===== config.mk =====
export PLATFORM = sky130hd
export DESIGN_NAME = frame_router
export DESIGN_NICKNAME = d
export VERILOG_FILES = /design/src/rtl/frame_router.sv
export SDC_FILE = /design/constraint.sdc
export NUM_CORES = 2
export LEC_CHECK = 0
export ABC_CLOCK_PERIOD_IN_PS = 6100
export BUFFER_PORTS_ARGS = -buffer_cell sky130_fd_sc_hd__buf_2
export CORE_MARGIN = 2
export CORE_UTILIZATION = 25
export CTS_CLUSTER_SIZE = 30
export DETAILED_ROUTE_END_ITERATION = 7
export PLACE_DENSITY = 0.4
export SETUP_SLACK_MARGIN = 0.2
export SYNTH_ARGS = -nofsm -noshare
export SYNTH_HDL_FRONTEND = slang
export SYNTH_SLANG_ARGS = --single-unit

===== constraint.sdc =====
create_clock -name clk -period 6.1 [get_ports clk]
set_clock_uncertainty 0.1 [all_clocks]
set_input_delay 0.915 -clock clk [delete_from_list [all_inputs] [get_ports clk]]
set_output_delay 0.915 -clock clk [all_outputs]
set_load 0.02 [all_outputs]

===== src/rtl/frame_router.sv =====
module frame_router #(
  parameter int NP  = 6,
  parameter int AW  = 4,
  parameter int CW  = 3,
  parameter int BUF = 64,
  parameter int DCW = 8
) (
  input  logic                     clk,
  input  logic                     rst_n,
  input  logic [NP-1:0]            rx_stb,
  input  logic [NP-1:0]            rx_dat,
  input  logic [NP-1:0]            rx_frm,
  output logic [NP-1:0]            tx_stb,
  output logic [NP-1:0]            tx_dat,
  output logic [NP-1:0]            tx_frm,
  input  logic                     tbl_we,
  input  logic [AW-1:0]            tbl_idx,
  input  logic [CW-1:0]            tbl_code,
  output logic                     irq,
  input  logic                     irq_ack,
  output logic [BUF-1:0]           frame_data,
  output logic [$clog2(BUF+1)-1:0] frame_len,
  output logic [NP*DCW-1:0]        drop_cnt
);
  localparam int NT = 1 << AW;
  localparam int QD = AW + 1;
  localparam int QW = $clog2(QD + 1);
  localparam int PW = $clog2(NP);
  localparam int LW = $clog2(BUF + 1);
  localparam logic [CW-1:0] LOCAL = '1;
  localparam logic [CW-1:0] DISC  = LOCAL - 1'b1;
  localparam logic [CW-1:0] NPC   = CW'(NP);
  localparam logic [QW-1:0] HLAST = QW'(AW - 1);
  localparam logic [QW-1:0] QAW   = QW'(AW);
  localparam logic [LW-1:0] BUFL  = LW'(BUF);
  localparam logic [LW-1:0] AWL   = LW'(AW);

  typedef enum logic [2:0] {S_IDLE, S_HDR, S_FWD, S_FIN, S_LOC, S_DROP} state_t;

  logic [CW-1:0]  tbl   [NT];
  state_t         st    [NP];
  logic [AW-2:0]  sr    [NP];
  logic [QW-1:0]  hc    [NP];
  logic [QD-1:0]  q     [NP];
  logic [QW-1:0]  qc    [NP];
  logic [PW-1:0]  tgt   [NP];
  logic [DCW-1:0] dcnt  [NP];
  logic [PW-1:0]  own_i [NP];
  logic [NP-1:0]  own_v;
  logic           lbusy;
  logic [LW-1:0]  llen;

  logic [NP-1:0]         bit_in, dec, grant, pop;
  logic [AW-1:0]         addr  [NP];
  logic [CW-1:0]         code  [NP];
  logic [QD-1:0]         qn    [NP];
  logic [QD-1:0]         qload [NP];
  logic [QW-1:0]         qcn   [NP];
  logic [(1<<CW)-1:0]    busy_v;

  always_comb begin
    busy_v = '0;
    busy_v[NP-1:0] = own_v;
    busy_v[LOCAL] = lbusy;
    for (int i = 0; i < NP; i++) begin
      bit_in[i] = rx_stb[i] & rx_frm[i];
      addr[i]   = {sr[i], rx_dat[i]};
      code[i]   = tbl[addr[i]];
      dec[i]    = (st[i] == S_HDR) && bit_in[i] && (hc[i] == HLAST);
      for (int k = 0; k < AW; k++) qload[i][k] = addr[i][AW-1-k];
      qload[i][AW] = 1'b0;
      pop[i] = (st[i] == S_FWD || st[i] == S_FIN) && (qc[i] != '0);
      qn[i]  = pop[i] ? (q[i] >> 1) : q[i];
      qcn[i] = qc[i] - QW'(pop[i]);
      if (st[i] == S_FWD && bit_in[i]) begin
        for (int k = 0; k < QD; k++)
          if (QW'(k) == qcn[i]) qn[i][k] = rx_dat[i];
        qcn[i] = qcn[i] + QW'(1);
      end
    end
    for (int i = 0; i < NP; i++) begin
      grant[i] = dec[i] && (code[i] < NPC || code[i] == LOCAL) && !busy_v[code[i]];
      for (int j = 0; j < i; j++)
        if (dec[j] && code[j] == code[i]) grant[i] = 1'b0;
    end
    for (int o = 0; o < NP; o++) begin
      tx_frm[o] = own_v[o];
      tx_stb[o] = own_v[o] && (qc[own_i[o]] != '0);
      tx_dat[o] = own_v[o] && q[own_i[o]][0];
    end
  end

  always_ff @(posedge clk) begin
    if (!rst_n) begin
      for (int t = 0; t < NT; t++) tbl[t] <= DISC;
      for (int i = 0; i < NP; i++) begin
        st[i] <= S_IDLE; sr[i] <= '0; hc[i] <= '0; q[i] <= '0; qc[i] <= '0;
        tgt[i] <= '0; dcnt[i] <= '0; own_i[i] <= '0;
      end
      own_v <= '0; lbusy <= 1'b0; irq <= 1'b0; llen <= '0;
      frame_data <= '0; frame_len <= '0;
    end else begin
      if (tbl_we) tbl[tbl_idx] <= tbl_code;
      if (irq && irq_ack) begin
        irq <= 1'b0;
        lbusy <= 1'b0;
      end
      for (int i = 0; i < NP; i++) begin
        q[i]  <= qn[i];
        qc[i] <= qcn[i];
        case (st[i])
          S_IDLE:
            if (bit_in[i]) begin
              sr[i] <= (AW-1)'({sr[i], rx_dat[i]});
              hc[i] <= QW'(1);
              st[i] <= S_HDR;
            end
          S_HDR:
            if (!rx_frm[i]) st[i] <= S_IDLE;
            else if (dec[i]) begin
              tgt[i] <= code[i][PW-1:0];
              if (grant[i] && code[i] == LOCAL) begin
                st[i] <= S_LOC;
                lbusy <= 1'b1;
                llen  <= AWL;
                for (int k = 0; k < AW; k++) frame_data[k] <= addr[i][AW-1-k];
              end else if (grant[i]) begin
                st[i] <= S_FWD;
                q[i]  <= qload[i];
                qc[i] <= QAW;
                own_v[code[i][PW-1:0]] <= 1'b1;
                own_i[code[i][PW-1:0]] <= PW'(i);
              end else begin
                st[i] <= S_DROP;
                if ((code[i] < NPC || code[i] == LOCAL) && dcnt[i] != '1)
                  dcnt[i] <= dcnt[i] + DCW'(1);
              end
            end else if (bit_in[i]) begin
              sr[i] <= (AW-1)'({sr[i], rx_dat[i]});
              hc[i] <= hc[i] + QW'(1);
            end
          S_FWD:
            if (!rx_frm[i]) st[i] <= S_FIN;
          S_FIN:
            if (qc[i] == '0) begin
              st[i] <= S_IDLE;
              own_v[tgt[i]] <= 1'b0;
            end
          S_LOC: begin
            if (bit_in[i] && llen < BUFL) begin
              for (int k = 0; k < BUF; k++)
                if (LW'(k) == llen) frame_data[k] <= rx_dat[i];
              llen <= llen + LW'(1);
            end
            if (!rx_frm[i]) begin
              st[i] <= S_IDLE;
              irq <= 1'b1;
              frame_len <= llen;
            end
          end
          S_DROP:
            if (!rx_frm[i]) st[i] <= S_IDLE;
          default: st[i] <= S_IDLE;
        endcase
      end
    end
  end

  for (genvar g = 0; g < NP; g++) begin : g_port
    assign drop_cnt[g*DCW +: DCW] = dcnt[g];


    owner_live_chk: assert property (@(posedge clk) disable iff (!rst_n)
      own_v[g] |-> (st[own_i[g]] == S_FWD || st[own_i[g]] == S_FIN));


    release_chk: assert property (@(posedge clk) disable iff (!rst_n)
      $fell(tx_frm[g]) |-> $past(!tx_stb[g]));


    drop_mono_chk: assert property (@(posedge clk) disable iff (!rst_n)
      dcnt[g] >= $past(dcnt[g]));
  end


  irq_hold_chk: assert property (@(posedge clk) disable iff (!rst_n)
    irq && !irq_ack |=> irq);


  buf_hold_chk: assert property (@(posedge clk) disable iff (!rst_n)
    irq && !irq_ack |=> $stable(frame_data) && $stable(frame_len));


  len_bound_chk: assert property (@(posedge clk) disable iff (!rst_n)
    frame_len <= BUFL);
endmodule


==> impl_metrics.ini <==
[grt]
track_usage_pct = 19.1
antenna_found_initial = 8
grt_pass1_vias = 19900
grt_pass1_wl_microns = 135000
grt_max_degree = 63
grt_overflow = 0

[routing]
viasPerCell = 5.39
drc = 0
wl_met3_microns = 6030
met2_length_microns = 41800
vias = 20600
ant_nets = 0
drt_pass1_iterations = 5
drt-total-wl_microns = 92000
wl_met1_microns = 41600
routedWlPerCell_microns = 24.1
top_layer = met5
first_iter_violations = 1867

[clock_network]
cts.path.max_buffers = 3
ctsResizeCount = 0
path_clk_slew_ps = 60
cts_tree = built
insertion_delay_ps = 590
cts_htree_levels = 2
cts_num_sinks = 320
cts_root_buffer = clkbuf_16
cts_made_buffers = 43
cts_hold_buf = 0
post_cts_buffers = 0

[worst_setup_path]
worstSetupEndpointType = flip-flop
worstPathMaxFanout = 21
worstSetupPathType = input pin to flip-flop
critPathRequiredTime_ps = 6480
start_kind = input pin
critPathArrivalTime_ps = 5240

[synth]
synth-simple-area-share_pct = 22.7
yosys_warnings = 0
synth_top_cell_area_share_pct = 27.4
yosysMostFrequentCell = nor2_1
synth_area_sq_um = 22800
ys_ff_latch = 320
synth_xor_area_share_pct = 3.68
postSynthCellCount = 2449
synthAdderAreaFrac_pct = 3.52
synthTopCellsByArea = edfxtp_1, dfxtp_1, mux4_2, nor2_1, mux2i_1
ys_dominant_reg_cell = edfxtp_1
ys_seq_area_share_pct = 37.3
yosys.area.top_type = edfxtp_1
ys_types = 110
synth-edff-count = 208
synth_common_cells = nor2_1, nand2_1, edfxtp_1
syn_avg_cell_area_sq_um = 9.29
synth_compound_area_share_pct = 16.0
postSynth.asyncResetShare_pct = 0
synthMuxAreaShare_pct = 12.5
synth_top_family_by_area = simple AND/OR/NAND/NOR gates

[floorplanning]
die_h_microns = 306
core.rowCount = 110
dieArea_sq_um = 93500
io_pins = 167
initial_utilization_pct = 25.2
die_w_microns = 306
core_area_sq_um = 90100

[layout]
drive_gt1_share_pct = 16.7
multi_input_area_sq_um = 13500
fillers = 9404
area_growth_pct = 15.7
final_cell_area_sq_um = 26300
seq_area_sq_um = 8490
final_core_util_pct = 29.2
fin_nets = 2699

[place]
gp_congestion = 0.914
placed_area_sq_um = 24900
io_buffers = 166
place_hpwl_microns = 70400

[hold_path]
hp-class = flip-flop to flip-flop

[pwr]
p_per_area_nw_per_um2 = 242
power_mw = 6.38
p_leak_nw = 9.68
ir_worst_vdd_v = 0.000155

[timing]
rsz0062_at_grt = false
worstMarginPinSlew_ps = 1180
drv_slew = 0
max_freq_ghz = 0.206
finalCriticalPeriod_ps = 4860
fin_setup_tns_ps = 0
setup_violations = 0
hold_slack_ps = 370
finalHoldViolations = 0
finalCritPeriodShare_pct = 79.7
slew_headroom_pct = 20.5

[status]
status = finished, final reports clean

[run]
max_cap_viol_count = 0
report_power, final:
part | switching (mW) | total (mW) | internal, mW
logic | 0.809 | 1.26 | 0.449
clock network | 1.05 | 2.51 | 1.47
registers | 0.184 | 2.60 | 2.42
metal layers:
layer / track usage (%) / up-vias
met1: 26.6 / 10200
met2: 30.5 / 758
met3: 3.13 / 142
li1: - / 9485
met4: 5.02 / 10
met5: 0 / -
through the flow:
| stage | cells | worst slack, ps |
|---|---|---|
| 6_report | 3818 | 1240 |
| 5_1_grt | 3816 | 988 |
| 4_1_cts | 3816 | 1310 |
| 3_5_place_dp | 3737 | 698 |
| 3_3_place_gp | 3737 | 711 |
| 2_1_floorplan | 2488 | 1770 |
cell families after synthesis:
| logic type | after synthesis |
|---|---|
| buffers and inverters | 224 |
| other | 1 |
| AND/OR/NAND/NOR | 1011 |
| flip-flops | 320 |
| AO/OA/AOI/OAI | 552 |
| adder cells (fa/ha/maj) | 64 |
| XOR/XNOR | 94 |
| multiplexers | 183 |
path summary, 6_finish.rpt:
kind | from | to | slack, ps | cells after the start
setup / recovery | rx_dat[0] | llen[5] | 1240 | 12
hold / removal | frame_data[38] | frame_data[38] | 370 | 2
setup reg to reg | sr[5][0] | dcnt[5][3] | 1410 | 12
hold reg to reg | frame_data[38] | frame_data[38] | 370 | 2
critical path, cell delays in order:
cell	delay (ps)
buf_2	530
mux4_1	630
a22o_1	330
or2_1	520
xnor2_1	240
o2111ai_2	130
o41ai_4	150
nor4b_1	650
and2_1	550
nor4_4	140
a22o_1	230
a31o_1	190
sequential cells by signal, summed over array words and instances (netlist names):
name,count
st,18
frame_len,7
lbusy,1
frame_data,64
irq,1
sr,18
qc,18
tbl,48
dcnt,48
llen,7
q,30
tgt,18
own_i,18
tx_frm,6
hc,18
layout make-up:
class                   count  share of cell area, %
repair buffers            221                   4.73
diodes                      2                 0.0190
flip-flops and latches    320                   32.2
well taps                1176                   5.59
multi-input cells        1944                   51.1
inverters                  76                   1.09
clock buffers              59                   4.54
clock inverters            20                  0.684
cells in the final DEF (no fill, tap or decap), drive strengths merged, types with 59 or more instances in the layout:
cell	count
mux4	74
mux2i	94
nor2	279
nand3	120
dfxtp	112
a21oi	177
clkbuf	59
edfxtp	208
o21ai	135
xnor2	67
nor3	65
ha	64
nand2	226
buf	221
inv	80
(Power assumes the default switching activity.)
